$ cat config.mk
export PLATFORM = sky130hd
export DESIGN_NAME = gpio_setclr_port
export DESIGN_NICKNAME = d
export VERILOG_FILES = /design/src/rtl/gpio_sc_pkg.sv /design/src/rtl/gpio_sc_decode.sv /design/src/rtl/gpio_sc_bitreg.sv /design/src/rtl/gpio_sc_sync.sv /design/src/rtl/gpio_setclr_port.sv
export SDC_FILE = /design/constraint.sdc
export NUM_CORES = 1
export LEC_CHECK = 0
export BUFFER_PORTS_ARGS = -buffer_cell sky130_fd_sc_hd__buf_2
export CAP_MARGIN = 20
export CORE_ASPECT_RATIO = 2
export CORE_MARGIN = 4
export CORE_UTILIZATION = 46
export DETAILED_ROUTE_END_ITERATION = 6
export HOLD_SLACK_MARGIN = 0.12
export PLACE_DENSITY = 0.86
export SYNTH_ARGS = -nofsm -noshare
export SYNTH_HDL_FRONTEND = slang
export SYNTH_SLANG_ARGS = --single-unit
$ cat constraint.sdc
create_clock -name clk -period 0.9 [get_ports clk]
set_clock_uncertainty 0.15 [all_clocks]
set_input_delay 0.045 -clock clk [delete_from_list [all_inputs] [get_ports clk]]
set_output_delay 0.045 -clock clk [all_outputs]
set_load 0.02 [all_outputs]
$ cat src/rtl/gpio_sc_pkg.sv
package gpio_sc_pkg;

    // Decoded access kind for one bus address
    typedef enum logic [2:0] {
        ACC_NONE,
        ACC_SET,
        ACC_CLR,
        ACC_DRV,
        ACC_FLT,
        ACC_PINS
    } acc_e;

    // Address map; software relies on these offsets
    localparam logic [7:0] OFS_SET  = 8'h00;
    localparam logic [7:0] OFS_CLR  = 8'h10;
    localparam logic [7:0] OFS_DRV  = 8'h20;
    localparam logic [7:0] OFS_FLT  = 8'h30;
    localparam logic [7:0] OFS_PINS = 8'h40;

endpackage

$ cat src/rtl/gpio_sc_decode.sv
module gpio_sc_decode
    import gpio_sc_pkg::*;
#(
    parameter int ADDR_W = 8
) (
    input  logic [ADDR_W-1:0] addr,
    output acc_e              kind
);
    always_comb begin
        if      (addr == ADDR_W'(OFS_SET))  kind = ACC_SET;
        else if (addr == ADDR_W'(OFS_CLR))  kind = ACC_CLR;
        else if (addr == ADDR_W'(OFS_DRV))  kind = ACC_DRV;
        else if (addr == ADDR_W'(OFS_FLT))  kind = ACC_FLT;
        else if (addr == ADDR_W'(OFS_PINS)) kind = ACC_PINS;
        else                                kind = ACC_NONE;
    end
endmodule

$ cat src/rtl/gpio_sc_bitreg.sv
// Bank of independent bits, each raised or lowered by a mask strobe.
module gpio_sc_bitreg #(
    parameter int W = 32
) (
    input  logic         clk,
    input  logic         rst_n,
    input  logic         set_en,
    input  logic         clr_en,
    input  logic [W-1:0] mask,
    output logic [W-1:0] q
);
    for (genvar b = 0; b < W; b++) begin : g_bit
        always_ff @(posedge clk or negedge rst_n) begin
            if (!rst_n)
                q[b] <= 1'b0;
            else if (set_en && mask[b])
                q[b] <= 1'b1;
            else if (clr_en && mask[b])
                q[b] <= 1'b0;
        end
    end
endmodule

$ cat src/rtl/gpio_sc_sync.sv
// Multi-stage input synchronizer, one chain per pin.
module gpio_sc_sync #(
    parameter int W      = 32,
    parameter int STAGES = 2
) (
    input  logic         clk,
    input  logic         rst_n,
    input  logic [W-1:0] d,
    output logic [W-1:0] q
);
    logic [STAGES-1:0][W-1:0] chain;

    for (genvar s = 0; s < STAGES; s++) begin : g_stage
        always_ff @(posedge clk or negedge rst_n) begin
            if (!rst_n)
                chain[s] <= '0;
            else if (s == 0)
                chain[s] <= d;
            else
                chain[s] <= chain[(s == 0) ? 0 : s-1];
        end
    end

    assign q = chain[STAGES-1];
endmodule

$ cat src/rtl/gpio_setclr_port.sv
module gpio_setclr_port
    import gpio_sc_pkg::*;
#(
    parameter int NUM_PINS    = 32,
    parameter int ADDR_W      = 8,
    parameter int SYNC_STAGES = 2
) (
    input  logic                clk,
    input  logic                rst_n,
    input  logic [ADDR_W-1:0]   bus_addr,
    input  logic                bus_wr,
    input  logic [NUM_PINS-1:0] bus_wdata,
    input  logic                bus_rd,
    output logic [NUM_PINS-1:0] bus_rdata,
    output logic [NUM_PINS-1:0] pin_out,
    output logic [NUM_PINS-1:0] pin_oe,
    input  logic [NUM_PINS-1:0] pin_in
);
    acc_e                kind;
    logic [NUM_PINS-1:0] pins_sync;

    gpio_sc_decode #(.ADDR_W(ADDR_W)) u_decode (
        .addr (bus_addr),
        .kind (kind)
    );

    // Output latches: set and clear masks
    gpio_sc_bitreg #(.W(NUM_PINS)) u_latch (
        .clk    (clk),
        .rst_n  (rst_n),
        .set_en (bus_wr && (kind == ACC_SET)),
        .clr_en (bus_wr && (kind == ACC_CLR)),
        .mask   (bus_wdata),
        .q      (pin_out)
    );

    // Driver enables: drive and float masks
    gpio_sc_bitreg #(.W(NUM_PINS)) u_enable (
        .clk    (clk),
        .rst_n  (rst_n),
        .set_en (bus_wr && (kind == ACC_DRV)),
        .clr_en (bus_wr && (kind == ACC_FLT)),
        .mask   (bus_wdata),
        .q      (pin_oe)
    );

    gpio_sc_sync #(.W(NUM_PINS), .STAGES(SYNC_STAGES)) u_sync (
        .clk   (clk),
        .rst_n (rst_n),
        .d     (pin_in),
        .q     (pins_sync)
    );

    // Read data: loaded on each read strobe, held otherwise
    always_ff @(posedge clk or negedge rst_n) begin
        if (!rst_n)
            bus_rdata <= '0;
        else if (bus_rd)
            bus_rdata <= (kind == ACC_PINS) ? pins_sync : '0;
    end
endmodule

## Word level (Yosys, flattened, before mapping)

Index checks and enable logic that the tools add are counted.

| storage, ports and cells | value |
|---|---|
| flip-flop bits (word level) | 160 |

| operators by class | value |
|---|---|
| equal/unequal tests | 9 |
| mux-type cells | 134 |
| reduce and logical (&&, ||, !) cells | 197 |

Operator list:

| operator | number |
|---|---|
| logical AND 1 bit | 132 |
| two-way mux 1 bit | 128 |
| nonzero test 2 bit | 64 |
| two-way mux 32 bit | 1 |
| equality test 8 x 6 -> 1 bit (second input constant) | 2 |
| two-way mux 3 bit | 5 |
| equality test 8 x 5 -> 1 bit (second input constant) | 1 |
| equality test 8 x 7 -> 1 bit (second input constant) | 1 |
| zero test 8 bit | 1 |
| equality test 3 x 2 -> 1 bit (second input constant) | 2 |
| equality test 3 bit (second input constant) | 2 |
| equality test 3 x 1 -> 1 bit (second input constant) | 1 |

## Depth between registers and ports, before layout

| depth | value |
|---|---|
| word-level depth | 11 |
| mapped depth | 5 |
| gate-level depth less buffers | 3 |

## Hierarchy

From an unflattened synthesis, not the netlist that was laid out.

| second synthesis, totals | value |
|---|---|
| cells, all modules | 451 |
| area total of the unflattened synthesis | 5,794.3 um^2 |

By module, submodules not included:

| module | times used | cells each | area an instance (um^2) | sequential area each (um^2) |
|---|---|---|---|---|
| gpio_sc_bitreg | 2 | 102 | 1,249.9 | 800.8 |
| gpio_sc_sync | 1 | 96 | 1,841.8 | 1,601.5 |
| gpio_setclr_port | 1 | 144 | 1,387.6 | 800.8 |
| gpio_sc_decode | 1 | 7 | 65.1 | 0.0 |

## Worst setup path after synthesis

OpenSTA, ideal clock, no wires.

| path | value |
|---|---|
| path type | input to register |
| start point | input bus_addr[6] |
| end point | register u_latch.q[0] |
| setup time | 0.137 ns |
| arrival | 0.875 ns |
| data required time | 0.613 ns |
| setup slack | -0.262 ns |
| cell stages on the path | 5 |
| buffers on the path | 2 |
| path through | nor4b_2 > buf_6 > buf_8 > nand4b_1 > mux2i_1 |

| on the way | value |
|---|---|
| word-level cells in the longest chain between the ends | 10 |
| elaborated cells between the ends (all ways) | 18 |
| classes of those cells | eq/ne (6); mux (6); reduce/logical (6) |

Ends and longest elaborated chain:

| what | line | RTL |
|---|---|---|
| from (decl) | gpio_setclr_port.sv:10 | `input logic [ADDR_W-1:0] bus_addr,` |
| equality test 8 x 7 -> 1 bit | gpio_sc_decode.sv:14 | `else if (addr == ADDR_W'(OFS_PINS)) kind = ACC_PINS;` |
| two-way mux 3 bit | gpio_sc_decode.sv:14 |  |
| two-way mux 3 bit | gpio_sc_decode.sv:13 | `else if (addr == ADDR_W'(OFS_FLT)) kind = ACC_FLT;` |
| two-way mux 3 bit | gpio_sc_decode.sv:12 | `else if (addr == ADDR_W'(OFS_DRV)) kind = ACC_DRV;` |
| two-way mux 3 bit | gpio_sc_decode.sv:11 | `else if (addr == ADDR_W'(OFS_CLR)) kind = ACC_CLR;` |
| two-way mux 3 bit (*) | gpio_sc_decode.sv:10 | `if (addr == ADDR_W'(OFS_SET)) kind = ACC_SET;` |
| equality test 3 x 1 -> 1 bit or equality test 3 x 2 -> 1 bit (tied branches) | gpio_setclr_port.sv:31, gpio_setclr_port.sv:32 |  |
| logical AND 1 bit (on tied branches) | gpio_setclr_port.sv:31, gpio_setclr_port.sv:32 |  |
| logical AND 1 bit (on tied branches) | gpio_sc_bitreg.sv:16, gpio_sc_bitreg.sv:18 |  |
| two-way mux 1 bit or nonzero test 2 bit (tied branches) | -- |  |
| to (signal, indexed assignment) | gpio_sc_bitreg.sv:15 | `q[b] <= 1'b0;` |
| to (signal, indexed assignment) | gpio_sc_bitreg.sv:17 | `q[b] <= 1'b1;` |
| to (signal, indexed assignment) | gpio_sc_bitreg.sv:19 | `q[b] <= 1'b0;` |
| to (decl) | gpio_sc_bitreg.sv:10 | `output logic [W-1:0] q` |

Every way passes the cells marked *; elsewhere a longest branch is shown, timed or not.
A chain may end at the register's enable or synchronous reset.

## Final worst setup path

| path | value |
|---|---|
| start point | register bus_rdata[11] |
| end point | output bus_rdata[11] |

RTL lines:

| what | line | RTL |
|---|---|---|
| from (decl) | gpio_setclr_port.sv:14 | `output logic [NUM_PINS-1:0] bus_rdata,` |
| from (signal assigned) | gpio_setclr_port.sv:59 | `bus_rdata <= (kind == ACC_PINS) ? pins_sync : '0;` |

No word-level cell between the ends.

==> flow_metrics.py <==
metrics = {
    "setup_path": {
        "critPathTopFamily": "flip-flops",
        "cp-end-kind": "output pin",
        "worst_ep_arrival_time_ns": 1.00,
        "critPathMaxStageDelay_ns": 0.43,
        "required_ns": 0.70,
        "worstPathCellList": "buf_6",
        "crit_buf_inv": 1,
        "worstPathMaxFanout": 2,
        "start_kind": "flip-flop",
        "slowest_stage": "dfrtp_1",
        "crit_type": "reg2out",
    },
    "grt": {
        "use_met2": 0.500,
        "grt_use_total": 0.281,
        "grt_max_degree": 43,
        "grt_pass1_wl_mm": 30.8,
        "antenna_found_initial": 3,
        "top_usage_layer": "met2",
        "grt_pass1_vias": 5531,
        "grt_use_met1": 0.295,
        "overflow": 0,
        "global_route.usage.met3": 0.0690,
    },
    "timing": {
        "min_period_over_period": 1.33,
        "slew_headroom": 0.759,
        "drv_slew": 0,
        "rsz0062_at_grt": "yes",
        "fin_crit_ns": 1.19,
        "max_freq_mhz": 837,
        "setup_slack_ns": -0.295,
        "holdWs_ns": -0.626,
        "setup_viol_count_final": 187,
        "final-hold-violation-count": 153,
        "worstMarginPinSlew_ns": 0.362,
    },
    "cts": {
        "cts_tree": "built",
        "htree_levels": 4,
        "root_buffer": "clkbuf_16",
        "clkSinkCount": 160,
        "insertion_delay_ns": 0.41,
        "cts_max_path_buffers": 2,
        "cts_buffers": 17,
        "clk_pin_slew_ns": 0.07,
    },
    "yosys": {
        "ys_seq_area_frac": 0.677,
        "syn_avg_cell_area_um2": 13.9,
        "synth.distinct_cells": 15,
        "synth_area_leaders": "dfrtp_1 68%, mux2i_1 11%, a22o_1 4.7%, nand4b_1 4.7%, inv_1 4.1%",
        "synth_cells": 425,
        "syn_nets": 501,
        "synth_edf_count": 0,
        "ys_ff_latch": 160,
        "ys_warn_count": 0,
        "netlist.area_leader.share": 0.677,
        "async_flop_share": 1.00,
        "yosysTopAreaCell": "dfrtp_1",
        "synth_area_um2": 5910,
        "synthTopCellsByCount": "160 x dfrtp_1, 65 x inv_1, 64 x mux2i_1",
        "synth_most_common_cell": "dfrtp_1",
        "synth_ff_type": "dfrtp_1",
    },
    "cells_and_area": {
        "fin_area_um2": 9680,
        "final_nets": 810,
        "area_growth_pct": 63.7,
        "drive_above_1_share": 0.407,
    },
    "route": {
        "drtIter0Drc": 245,
        "via_per_inst": 5.47,
        "detail-route-antenna-nets": 0,
        "wirelength_mm": 20.8,
        "vias": 4925,
        "post_drt_wl_per_cell_um": 23.1,
        "post-route-drc-count": 0,
        "drt-pass1-iter-count": 5,
    },
    "pwr": {
        "combPwrFrac": 0.104,
        "switching_power_uw": 4310,
        "ir_drop_v": 0.00166,
        "sequentialPowerShare": 0.438,
        "pwr_density_cell_nw_per_um2": 1800,
        "internal_power_uw": 13200,
        "clkPwrFrac": 0.458,
        "p_leak_uw": 0.00515,
        "switching_share": 0.247,
    },
    "floorplan": {
        "core_area_um2": 12600,
        "fp.dieW_um": 88.2,
        "die_area_um2": 14800,
        "rows": 58,
        "io_pins": 172,
        "initial_core_util": 0.471,
        "die_h_um": 168,
    },
    "placed_design": {
        "postPlaceCellArea_um2": 7060,
        "dp_worst_setup_slack_ns": -0.562,
        "place_hpwl_mm": 10.1,
        "routabilityCongestion": 0.783,
        "numPortBuffers": 171,
    },
    "flow_run": {
        "maxCapViolations": 0,
    },
    "status": {
        "violations": "hold timing, setup timing",
        "outcome": "finished, violations left",
    },
    "min_path": {
        "hold_path.class": "in2async",
    },
}
## per-layer routing
metal	wire length, um	up-vias	part of all wire
li1	-	2089	-
met1	7000	2525	0.34
met2	11800	245	0.56
met3	1260	66	0.060
met4	807	0	0.039
met5	0	-	0
## power by group through the flow
stage               Combinational [uW]  Clock [uW]  Sequential [uW]
detailed placement                1180           0             7730
CTS                               1720        8000             7640
global placement                  1130           0             7710
global route                      1920        8440             7670
finish                            1810        8010             7660
floorplan                          320           0             7880
## final cells by class
| class | count | area [um^2] |
|---|---|---|
| Clock buffer | 18 | 429 |
| Clock inverter | 14 | 215 |
| Inverter | 65 | 244 |
| Tap cell | 150 | 188 |
| Fill cell | 652 | 2870 |
| Timing Repair Buffer | 325 | 3110 |
| Antenna cell | 3 | 7.51 |
| Sequential cell | 160 | 4010 |
| Multi-Input combinational cell | 165 | 1480 |
## worst register-to-register path: stages, from the launching register on
cell and delay, ns:
dfrtp_1 0.41, buf_4 0.15, buf_4 0.12, inv_1 0.05, mux2i_2 0.08
## state kept, by name (all words and copies together) (netlist names)
| register | cells |
|---|---|
| bus_rdata | 32 |
| u_enable.q | 32 |
| u_latch.q | 32 |
| u_sync.chain | 32 |
| u_sync.q | 32 |
## stage by stage
| step | std cells | util | setup TNS [ns] | power [uW] |
|---|---|---|---|---|
| after floorplan | 425 | - | -17.15 | 8200 |
| after CTS | 880 | 0.756 | -29.43 | 17400 |
| after global placement | 736 | 0.562 | -41.86 | 8850 |
| final | 900 | 0.771 | -34.09 | 17500 |
| after global routing | 900 | 0.771 | -40.17 | 18000 |
| after detailed placement | 736 | 0.562 | -45.04 | 8910 |
## cells in the final DEF (no fill, tap or decap), drive strengths merged, types with 3 or more instances in the layout
master,Yosys,final
a22o,32,32
buf,21,259
bufinv,0,4
clkbuf,14,19
dfrtp,160,160
diode,0,3
dlygate4sd3,0,65
inv,65,73
mux2i,64,64
nand4,32,32
nand4b,32,32
## path summary, 6_finish.rpt
kind,startpoint,to,slack (ns),cells after the start
max,bus_rdata[11],bus_rdata[11],-0.29,1
min,rst_n,bus_rdata[28],-0.63,1
max reg2reg,u_enable.q[4],u_enable.q[4],-0.19,4
min reg2reg,u_sync.chain[29],u_sync.q[29],0.20,0
max in group asynchronous,rst_n,bus_rdata[20],0.04,3
min in group clk,bus_addr[4],u_enable.q[28],0.03,3
## logic make-up (layout without fill, tap and decap cells)
group                  Yosys count  after routing  synth area share
buffers and inverters          100            422            0.0791
AO/OA/AOI/OAI                   32             32            0.0474
multiplexers                    64             64             0.108
flip-flops                     160            160             0.677
AND/OR/NAND/NOR                 69             69            0.0880
other                            0              3                 0
## repair_timing
action / CTS / global route
hold buffers: 67 / 1
setup endpoints to repair: 162 / 215
setup buffers: 39 / 30
cloned: 6 / 2
pin swaps: 26 / 23
gates resized for setup: 214 / 38
hold endpoints to repair: 288 / 208
Power figures use the tool's default switching activity.
